File: src/rtl/sdd_pkg.sv
package sdd_pkg;

    typedef enum logic [2:0] {
        ST_IDLE, ST_WAIT_R, ST_RECV, ST_WAIT_S, ST_SEND, ST_BUSY
    } st_e;

    typedef enum logic [1:0] {PH_START, PH_DATA, PH_CRC, PH_END} ph_e;

    typedef enum logic [1:0] {TK_HUNT, TK_BITS, TK_END, TK_HOLD} tk_e;

    localparam logic [15:0] CRC_POLY = 16'h1021;
    localparam logic [2:0]  TOKEN_OK = 3'b010;

    function automatic logic [15:0] crc16_step(logic [15:0] c, logic b);
        return {c[14:0], 1'b0} ^ ((c[15] ^ b) ? CRC_POLY : 16'h0000);
    endfunction

endpackage

File: src/rtl/sdd_crc16.sv
module sdd_crc16 (
    input  logic        clk,
    input  logic        rst,
    input  logic        clr,
    input  logic        en,
    input  logic        din,
    output logic [15:0] crc_q,
    output logic [15:0] crc_nxt
);
    assign crc_nxt = sdd_pkg::crc16_step(crc_q, din);

    always_ff @(posedge clk) begin
        if (rst || clr) crc_q <= '0;
        else if (en)    crc_q <= crc_nxt;
    end
endmodule

File: src/rtl/sdd_data_timer.sv
module sdd_data_timer #(
    parameter int W = 16
) (
    input  logic         clk,
    input  logic         rst,
    input  logic         run,
    input  logic [W-1:0] period,
    output logic         expired
);
    logic [W-1:0] cnt;

    always_ff @(posedge clk) begin
        if (rst || !run) cnt <= '0;
        else             cnt <= cnt + W'(1);
    end

    assign expired = run && (({1'b0, cnt} + (W+1)'(1)) >= {1'b0, period});
endmodule

File: src/rtl/sd_data_path.sv
module sd_data_path
    import sdd_pkg::*;
#(
    parameter int BLK_W = 12,
    parameter int LEN_W = 16,
    parameter int TMR_W = 16
) (
    input  logic             clk,
    input  logic             rst,
    input  logic             start,
    input  logic             dir_rx,
    input  logic             stream_mode,
    input  logic             enable,
    input  logic [BLK_W-1:0] blk_len,
    input  logic [LEN_W-1:0] data_len,
    input  logic [TMR_W-1:0] timeout_val,
    input  logic [7:0]       fifo_rd_data,
    input  logic             fifo_empty,
    output logic             fifo_rd,
    output logic             fifo_wr,
    output logic [7:0]       fifo_wr_data,
    input  logic             fifo_full,
    input  logic             dat_in,
    output logic             dat_out,
    output logic             dat_oe,
    output logic             active,
    output logic             timeout_flag,
    output logic             crc_fail,
    output logic             fifo_err
);
    st_e              state;
    ph_e              phase;
    tk_e              tok_ph;
    logic [3:0]       bit_cnt;
    logic [7:0]       shreg;
    logic [LEN_W-1:0] data_cnt;
    logic [BLK_W-1:0] blk_cnt;
    logic             ws_done;
    logic [1:0]       tok;
    logic [15:0]      crc_q, crc_nxt;
    logic             expired;

    logic in_send, in_recv, byte_end, crc_end, blk_last, data_last, tx_more, tx_need;
    logic crc_clr, crc_en, crc_din, tmr_run;

    assign in_send   = (state == ST_SEND);
    assign in_recv   = (state == ST_RECV);
    assign byte_end  = (phase == PH_DATA) && (bit_cnt == 4'd7);
    assign crc_end   = (phase == PH_CRC) && (bit_cnt == 4'd15);
    assign blk_last  = (blk_cnt == BLK_W'(1));
    assign data_last = (data_cnt == LEN_W'(1));
    assign tx_more   = stream_mode ? (!data_last && enable) : !blk_last;
    assign tx_need   = in_send && ((phase == PH_START) || (byte_end && tx_more));

    assign fifo_rd      = tx_need && !fifo_empty;
    assign fifo_wr      = in_recv && byte_end && !fifo_full;
    assign fifo_wr_data = {shreg[6:0], dat_in};
    assign dat_oe       = in_send;
    assign active       = (state != ST_IDLE);

    always_comb begin
        dat_out = 1'b1;
        if (in_send) begin
            case (phase)
                PH_START: dat_out = 1'b0;
                PH_DATA:  dat_out = shreg[7];
                PH_CRC:   dat_out = crc_q[15];
                default:  dat_out = 1'b1;
            endcase
        end
    end

    assign crc_clr = !(in_recv || in_send) || (phase == PH_START);
    assign crc_en  = (in_recv || in_send) && ((phase == PH_DATA) || (phase == PH_CRC));
    assign crc_din = in_send ? dat_out : dat_in;
    assign tmr_run = (state == ST_WAIT_R) || (state == ST_BUSY);

    sdd_crc16 u_crc (
        .clk(clk), .rst(rst), .clr(crc_clr), .en(crc_en), .din(crc_din),
        .crc_q(crc_q), .crc_nxt(crc_nxt)
    );

    sdd_data_timer #(.W(TMR_W)) u_tmr (
        .clk(clk), .rst(rst), .run(tmr_run), .period(timeout_val), .expired(expired)
    );

    always_ff @(posedge clk) begin
        if (rst) begin
            state        <= ST_IDLE;
            phase        <= PH_START;
            tok_ph       <= TK_HUNT;
            bit_cnt      <= '0;
            shreg        <= '0;
            data_cnt     <= '0;
            blk_cnt      <= '0;
            ws_done      <= 1'b0;
            tok          <= '0;
            timeout_flag <= 1'b0;
            crc_fail     <= 1'b0;
            fifo_err     <= 1'b0;
        end else begin
            case (state)
                ST_IDLE: if (start) begin
                    timeout_flag <= 1'b0;
                    crc_fail     <= 1'b0;
                    fifo_err     <= 1'b0;
                    data_cnt     <= data_len;
                    ws_done      <= 1'b0;
                    state        <= dir_rx ? ST_WAIT_R : ST_WAIT_S;
                end
                ST_WAIT_R: begin
                    if (data_cnt == '0) state <= ST_IDLE;
                    else if (!dat_in) begin
                        state   <= ST_RECV;
                        phase   <= PH_DATA;
                        bit_cnt <= '0;
                        blk_cnt <= blk_len;
                    end else if (expired) begin
                        timeout_flag <= 1'b1;
                        state        <= ST_IDLE;
                    end
                end
                ST_RECV: begin
                    bit_cnt <= bit_cnt + 4'd1;
                    if (phase == PH_DATA) begin
                        shreg <= {shreg[6:0], dat_in};
                        if (byte_end) begin
                            bit_cnt  <= '0;
                            data_cnt <= data_cnt - LEN_W'(1);
                            blk_cnt  <= blk_cnt - BLK_W'(1);
                            if (fifo_full) begin
                                fifo_err <= 1'b1;
                                state    <= ST_WAIT_R;
                            end else if (stream_mode) begin
                                if (data_last) state <= ST_WAIT_R;
                            end else if (blk_last) begin
                                phase <= PH_CRC;
                            end
                        end
                    end else if (crc_end) begin
                        if (crc_nxt == 16'h0000) state <= ST_WAIT_R;
                        else begin
                            crc_fail <= 1'b1;
                            state    <= ST_IDLE;
                        end
                    end
                end
                ST_WAIT_S: begin
                    ws_done <= 1'b1;
                    if (ws_done) begin
                        if (data_cnt == '0) state <= ST_IDLE;
                        else if (!fifo_empty) begin
                            state   <= ST_SEND;
                            phase   <= PH_START;
                            blk_cnt <= blk_len;
                        end
                    end
                end
                ST_SEND: begin
                    bit_cnt <= bit_cnt + 4'd1;
                    case (phase)
                        PH_START: begin
                            shreg   <= fifo_rd_data;
                            phase   <= PH_DATA;
                            bit_cnt <= '0;
                        end
                        PH_DATA: begin
                            shreg <= {shreg[6:0], 1'b0};
                            if (byte_end) begin
                                bit_cnt  <= '0;
                                data_cnt <= data_cnt - LEN_W'(1);
                                blk_cnt  <= blk_cnt - BLK_W'(1);
                                if (tx_more) begin
                                    if (fifo_empty) begin
                                        fifo_err <= 1'b1;
                                        state    <= ST_IDLE;
                                    end else shreg <= fifo_rd_data;
                                end else if (stream_mode) state <= ST_IDLE;
                                else phase <= PH_CRC;
                            end
                        end
                        PH_CRC: if (crc_end) phase <= PH_END;
                        default: begin
                            state  <= ST_BUSY;
                            tok_ph <= TK_HUNT;
                        end
                    endcase
                end
                ST_BUSY: begin
                    if (expired) begin
                        timeout_flag <= 1'b1;
                        state        <= ST_IDLE;
                    end else begin
                        case (tok_ph)
                            TK_HUNT: if (!dat_in) begin
                                tok_ph  <= TK_BITS;
                                bit_cnt <= '0;
                            end
                            TK_BITS: begin
                                tok     <= {tok[0], dat_in};
                                bit_cnt <= bit_cnt + 4'd1;
                                if (bit_cnt == 4'd2) begin
                                    if ({tok, dat_in} == TOKEN_OK) tok_ph <= TK_END;
                                    else begin
                                        crc_fail <= 1'b1;
                                        state    <= ST_IDLE;
                                    end
                                end
                            end
                            TK_END: tok_ph <= TK_HOLD;
                            default: if (dat_in) begin
                                state   <= ST_WAIT_S;
                                ws_done <= 1'b0;
                            end
                        endcase
                    end
                end
                default: state <= ST_IDLE;
            endcase
        end
    end
endmodule

File: config.mk
export PLATFORM = sky130hd
export DESIGN_NAME = sd_data_path
export DESIGN_NICKNAME = d
export VERILOG_FILES = /design/src/rtl/sdd_pkg.sv /design/src/rtl/sdd_crc16.sv /design/src/rtl/sdd_data_timer.sv /design/src/rtl/sd_data_path.sv
export SDC_FILE = /design/constraint.sdc
export NUM_CORES = 1
export LEC_CHECK = 0
export BUFFER_PORTS_ARGS = -buffer_cell sky130_fd_sc_hd__buf_2
export CELL_PAD_IN_SITES_DETAIL_PLACEMENT = 1
export CELL_PAD_IN_SITES_GLOBAL_PLACEMENT = 1
export CORE_MARGIN = 2
export CORE_UTILIZATION = 33
export DETAILED_ROUTE_END_ITERATION = 8
export PLACE_DENSITY = 0.69
export RECOVER_POWER = 100
export SETUP_SLACK_MARGIN = 0.5
export SKIP_LAST_GASP = 1
export SLEW_MARGIN = 15
export SYNTH_ARGS = -nofsm -noshare
export SYNTH_HDL_FRONTEND = slang
export SYNTH_SLANG_ARGS = --single-unit
File: constraint.sdc
create_clock -name clk -period 4.08 [get_ports clk]
set_clock_uncertainty 0.1 [all_clocks]
set_input_delay 0.408 -clock clk [delete_from_list [all_inputs] [get_ports clk]]
set_output_delay 0.408 -clock clk [all_outputs]
set_load 0.01 [all_outputs]
# After elaboration in Yosys (flattened, before gate mapping)
# Cells that the tools add are included.
[word_totals]
ff_bits = 85
in_bits = 61
[op_classes]
add_sub_neg = 5
order_cmp = 1
eq_ne = 68
n_mux = 104
bitwise_logic = 3
n_reduce_logical = 56
[ops]
columns = ["operator", "n"]
rows = [
  ["two-way mux 12 bit", 7],
  ["two-way mux 3 bit", 21],
  ["two-way mux 16 bit", 3],
  ["two-way mux 2 bit", 19],
  ["!= test 2 bit, second input constant", 19],
  ["case mux 12 bit (3 select lines)", 1],
  ["logical NOT 16 bit", 2],
  ["two-way mux 8 bit", 4],
  ["case mux 16 bit (2 select lines)", 1],
  ["case mux 8 bit (2 select lines)", 2],
  ["AND reduction 16 bit", 2],
  ["!= test 3 bit, second input constant", 10],
  ["two-way mux 1 bit", 25],
  ["!= test 4 bit, second input constant", 6],
  ["!= test 2 x 1 -> 1 bit, second input constant", 11],
  ["two-way mux 4 bit", 5],
  ["case mux 3 bit (6 select lines)", 1],
  ["AND reduction 9 bit", 2],
  ["nonzero test 3 bit", 6],
  ["adder 16 x 1 -> 17 bit, second input constant", 1],
  ["greater-or-equal comparator 17 x 16 -> 1 bit", 1],
  ["adder 16 x 1 -> 16 bit, second input constant", 1],
  ["== test 16 x 1 -> 1 bit, second input constant", 1],
  ["case mux 4 bit (2 select lines)", 2],
  ["39 further kinds", 84],
]

# Depth between registers and ports, before layout
[depth]
depth_word = 12
mapped_depth = 14
depth_no_buf = 13

# Cells and area by module
# Synthesis repeated with hierarchy kept, for this count alone.
[hier_totals]
cells_unflattened = 742
area_unflattened_um2 = 5865.6
[modules_own_cells]
columns = ["module", "n_inst", "cells_per_inst", "area_per_inst_um2", "seq_area_each_um2"]
rows = [
  ["sd_data_path", 1, 537, 3980.1, 1061.0],
  ["sdd_data_timer", 1, 136, 1147.4, 320.3],
  ["sdd_crc16", 1, 69, 738.2, 320.3],
]

# Worst setup path before layout
# OpenSTA, ideal clock, no wires.
[synth_timing]
path_kind = "register to register"
startpoint = "register u_tmr.cnt[2]"
endpoint = "register state[1]"
setup_time_ps = 91
arrival_time_ps = 2919
path_slack_ps = 970
path_stages_with_launch = 14
n_path_buf = 1
cell_sequence = "dfxtp_1 nand3_1 nor3_1 nand4_1 xnor2_1 ha_1 nand3_1 nor3_1 o2111ai_1 and3_1 clkbuf_1 a31oi_1 a21oi_1 a311oi_1"
[synth_between]
elab_chain_cells = 5
[synth_lines]
columns = ["item", "line", "source"]
rows = [
  ["start, declared", "sdd_data_timer.sv:10", "logic [W-1:0] cnt;"],
  ["start signal, assigned", "sdd_data_timer.sv:14", "else cnt <= cnt + W'(1);"],
  ["adder 16 x 1 -> 17 bit (*)", "sdd_data_timer.sv:17", "assign expired = run && (({1'b0, cnt} + (W+1)'(1)) >= {1'b0, period});"],
  ["greater-or-equal comparator 17 x 16 -> 1 bit (*)", "sdd_data_timer.sv:17", ""],
  ["logical AND 1 bit (*)", "sdd_data_timer.sv:17", ""],
  ["!= test 4 bit (no line), or another cell as far along", "--", ""],
  ["AND reduction 16 bit (no line) or case mux 3 bit (6 select lines) (tied branches)", "--", ""],
  ["end signal, assigned", "sd_data_path.sv:109", "state <= dir_rx ? ST_WAIT_R : ST_WAIT_S;"],
  ["end, declared", "sd_data_path.sv:31", "st_e state;"],
]
# Mark *: on every way between the ends. The rest lies on a longest branch, timed or not.
# A chain may end at the register's enable or synchronous reset.

# Worst setup path in the final report
[layout_timing]
startpoint = "register u_tmr.cnt[0]"
endpoint = "register state[1]"
# Same word-level chain as after synthesis.

==> run_results.csv <==
group,metric,value,unit
synthesis,synth_top_area_share,0.312,
detailed_routing,drt_iter0_drc,274,
min_path,hold_end,"blk_cnt[0]",
worst_setup_path,critPathArrivalTime,3670,ps
synthesis,syn_area,5450,um2
timing,worstMarginPinSlew,933,ps
worst_setup_path,regToRegStartpoint,"u_tmr.cnt[0]",
cells_and_area,n_antenna_cell,0,
timing,finalCritPeriodShare,0.859,
timing,finalSetupViolations,0,
synthesis,synth_edf_count,0,
global_route,antenna_found_initial,0,
worst_setup_path,end_kind,"flip-flop",
worst_setup_path,path_delay_family,"simple AND/OR/NAND/NOR gates",
detailed_routing,firstDrtPassIters,4,
cells_and_area,nFillCells,1992,
worst_setup_path,r2r_cells,13,
timing,slew_headroom,0.378,
synthesis,yosys_warnings,0,
global_route,grt_max_degree,52,
detailed_routing,wl_per_cell,17.1,um
cts,clkSinkCount,85,
worst_setup_path,path_depth,13,
cts,post_cts_buffers,0,
run_status,status,"finished clean",
power_and_ir_drop,ir_worst_vdd,0.000279,V
synthesis,ys_types,76,
synthesis,synth_nets,789,
worst_setup_path,crit_path_top_delay_cell,"dfxtp_1",
detailed_routing,routed_wirelength,16.6,mm
detailed_routing,via_count,5254,
min_path,min_from,"blk_len[0]",
global_route,grt_pass1_wl,27.3,mm
synthesis,ys_top_cells_by_area,"dfxtp_1 31%, ha_1 7.1%, nor2_1 6.5%",
flow_run,maxCapViolations,0,
timing,rsz0062_at_grt,"yes",
placed_design,port-buffer-count,76,
cells_and_area,seq_area,1700,um2
synthesis,yosys.cell_count.top_type,"nor2_1",
cts,cts-resized-gates,0,
worst_setup_path,cp_num_buf_inv,0,
timing,fin_tns_setup,0,ps
floorplan,start_util,0.341,
cells_and_area,drive_gt1_frac,0.132,
synthesis,syn-mean-instance-area,7.82,um2
timing,hold_viol_final,0,
synthesis,postSynthCellCount,697,
power_and_ir_drop,p_leak,2.50,nW
worst_setup_path,startpoint_type,"flip-flop",
min_path,whs_path_depth,3,
floorplan,io_pins,77,
min_path,hold_path_class,"primary input to flip-flop",
power_and_ir_drop,power_density,664,nW/um2
cts,numCtsBuffers,9,
timing,max_freq,285,MHz
global_route,grtUsageTotal,0.191,
worst_setup_path,rr_endpoint,"state[1]",
detailed_routing,route.detailed.vias_per_inst,5.44,
cells_and_area,multi_input_area,3390,um2
detailed_routing,ant_nets,0,
synthesis,ys_top_cells_by_count,"95 x nor2_1, 85 x dfxtp_1, 57 x nand2_1",
global_route,grt_pass1_vias,5401,
cts,clk_pin_slew,60,ps
synthesis,yosysTopAreaCell,"dfxtp_1",
worst_setup_path,crit_required,4240,ps
synthesis,synth_flop_cell,"dfxtp_1",
floorplan,core-area,16000,um2
cts,cts_tree,"done",
cells_and_area,nets,838,
worst_setup_path,crit_type,"flip-flop to flip-flop",
cts,cts_htree_levels,3,
power_and_ir_drop,power.total,4.14,mW
placed_design,globalplace.congestion,0.867,
synthesis,ys_ff_latch,85,
timing,drv_slew,0,
synthesis,seq_area_frac_synth,0.312,
cells_and_area,areaGrowthSynthToFinish,14.5,%
worst_setup_path,cp_slowest_stage_delay,400,ps
global_route,grt_overflow,0,
floorplan,rows,46,
floorplan,die_w,133,um
cts,clkLatencyLatePin,360,ps
floorplan,die_h,133,um
worst_setup_path,path_cells,"ha_1, nand4_1, nor2_1, nand4_1, xnor2_1, ha_1, nand2_1, nor3_1, o2111ai_1, and3_1, a31oi_1, a21oi_1, a311oi_1",
worst_setup_path,rrSetupSlack,570,ps
worst_setup_path,worstPathMaxFanout,6,
placed_design,hpwl,12.3,mm
timing,period_minus_slack,3510,ps
detailed_routing,drcViolationCount,0,
synthesis,async_flop_share,0,
cts,holdBufCountCts,0,
cts,cts_max_path_buffers,2,
floorplan,dieArea,17600,um2
cts,cts_root_buf,"clkbuf_16",
report_power, final:
part / internal [mW] / total (mW) / leakage [nW] / switching (mW)
clock: 0.595 / 0.952 / 0.154 / 0.357
sequential: 1.01 / 1.19 / 0.691 / 0.183
combinational: 0.693 / 2.00 / 1.66 / 1.31
total: 2.29 / 4.14 / 2.50 / 1.85
kinds of logic (layout without fill, tap and decap cells):
logic type / after synthesis / after routing / share of synthesized area
XOR/XNOR: 17 / 17 / 0.0273
multiplexers: 23 / 23 / 0.0445
AND/OR/NAND/NOR: 280 / 280 / 0.256
AO/OA/AOI/OAI: 182 / 182 / 0.222
adder cells (fa/ha/maj): 31 / 31 / 0.0711
buffers and inverters: 79 / 132 / 0.0663
flip-flops: 85 / 85 / 0.312
stage by stage:
step	setup WS, ps	utilization	hold slack (ps)	area [um2]	std cells
CTS	522	0.392	237	6280	966
finish	573	0.390	242	6240	966
global route	272	0.390	263	6240	966
floorplan	970	-	345	5450	697
global placement	805	0.371	350	5940	951
detailed placement	552	0.371	372	5940	951
registers in the layout (all words and copies together) (netlist names):
register and cells:
timeout_flag 1, u_tmr.cnt 16, tok_ph 2, u_crc.crc_q 16, state 3, crc_fail 1
blk_cnt 12, phase 2, shreg 8, ws_done 1, bit_cnt 4, tok 2
data_cnt 16, fifo_err 1
how the worst max path moves through the flow:
stage | from | endpoint | slack [ps]
CTS | u_tmr.cnt[2] | state[0] | 520
finish | u_tmr.cnt[0] | state[1] | 570
global route | u_tmr.cnt[0] | state[0] | 270
global placement | u_tmr.cnt[2] | state[1] | 810
detailed placement | u_tmr.cnt[2] | state[2] | 550
floorplan | u_tmr.cnt[2] | state[1] | 970
worst min-delay path, stage by stage:
cell and delay (ps):
buf_2 90, nand3_1 50, a31oi_1 80
layout make-up:
type                    instances  area share
clock inverters                 6      0.0180
repair buffers                 84      0.0669
well taps                     216      0.0433
inverters                      33      0.0200
flip-flops and latches         85       0.273
multi-input cells             533       0.543
clock buffers                   9      0.0361
layer usage:
| metal | part of all wire | global-route usage | wire, um | vias up |
|---|---|---|---|---|
| met1 | 0.47 | 0.247 | 7800 | 2545 |
| li1 | - | - | - | 2589 |
| met4 | 0.016 | 0.0681 | 270 | 0 |
| met3 | 0.033 | 0.0284 | 548 | 16 |
| met5 | 0 | 0 | 0 | - |
| met2 | 0.48 | 0.323 | 7940 | 104 |
placed cells by master (no fill, tap or decap), drive strengths merged, types with 4 or more instances in the layout:
master    instances
nor3             21
o22ai             5
o31ai             6
o21ai            39
a22o              4
a211oi           19
nor2b            15
o32ai             4
nand3            26
nand4            10
mux2i            23
clkinvlp          4
nor4             11
nor3b             4
a31oi             6
buf              68
a21oi            54
nor2             97
o21a              5
xor2              6
clkbuf           25
xnor2            11
a311oi            5
or3               4
dfxtp            85
ha               31
nand2b            6
a21o              4
or2               4
nand2            57
inv              32
Note: power is estimated with default switching activity, not from simulation.
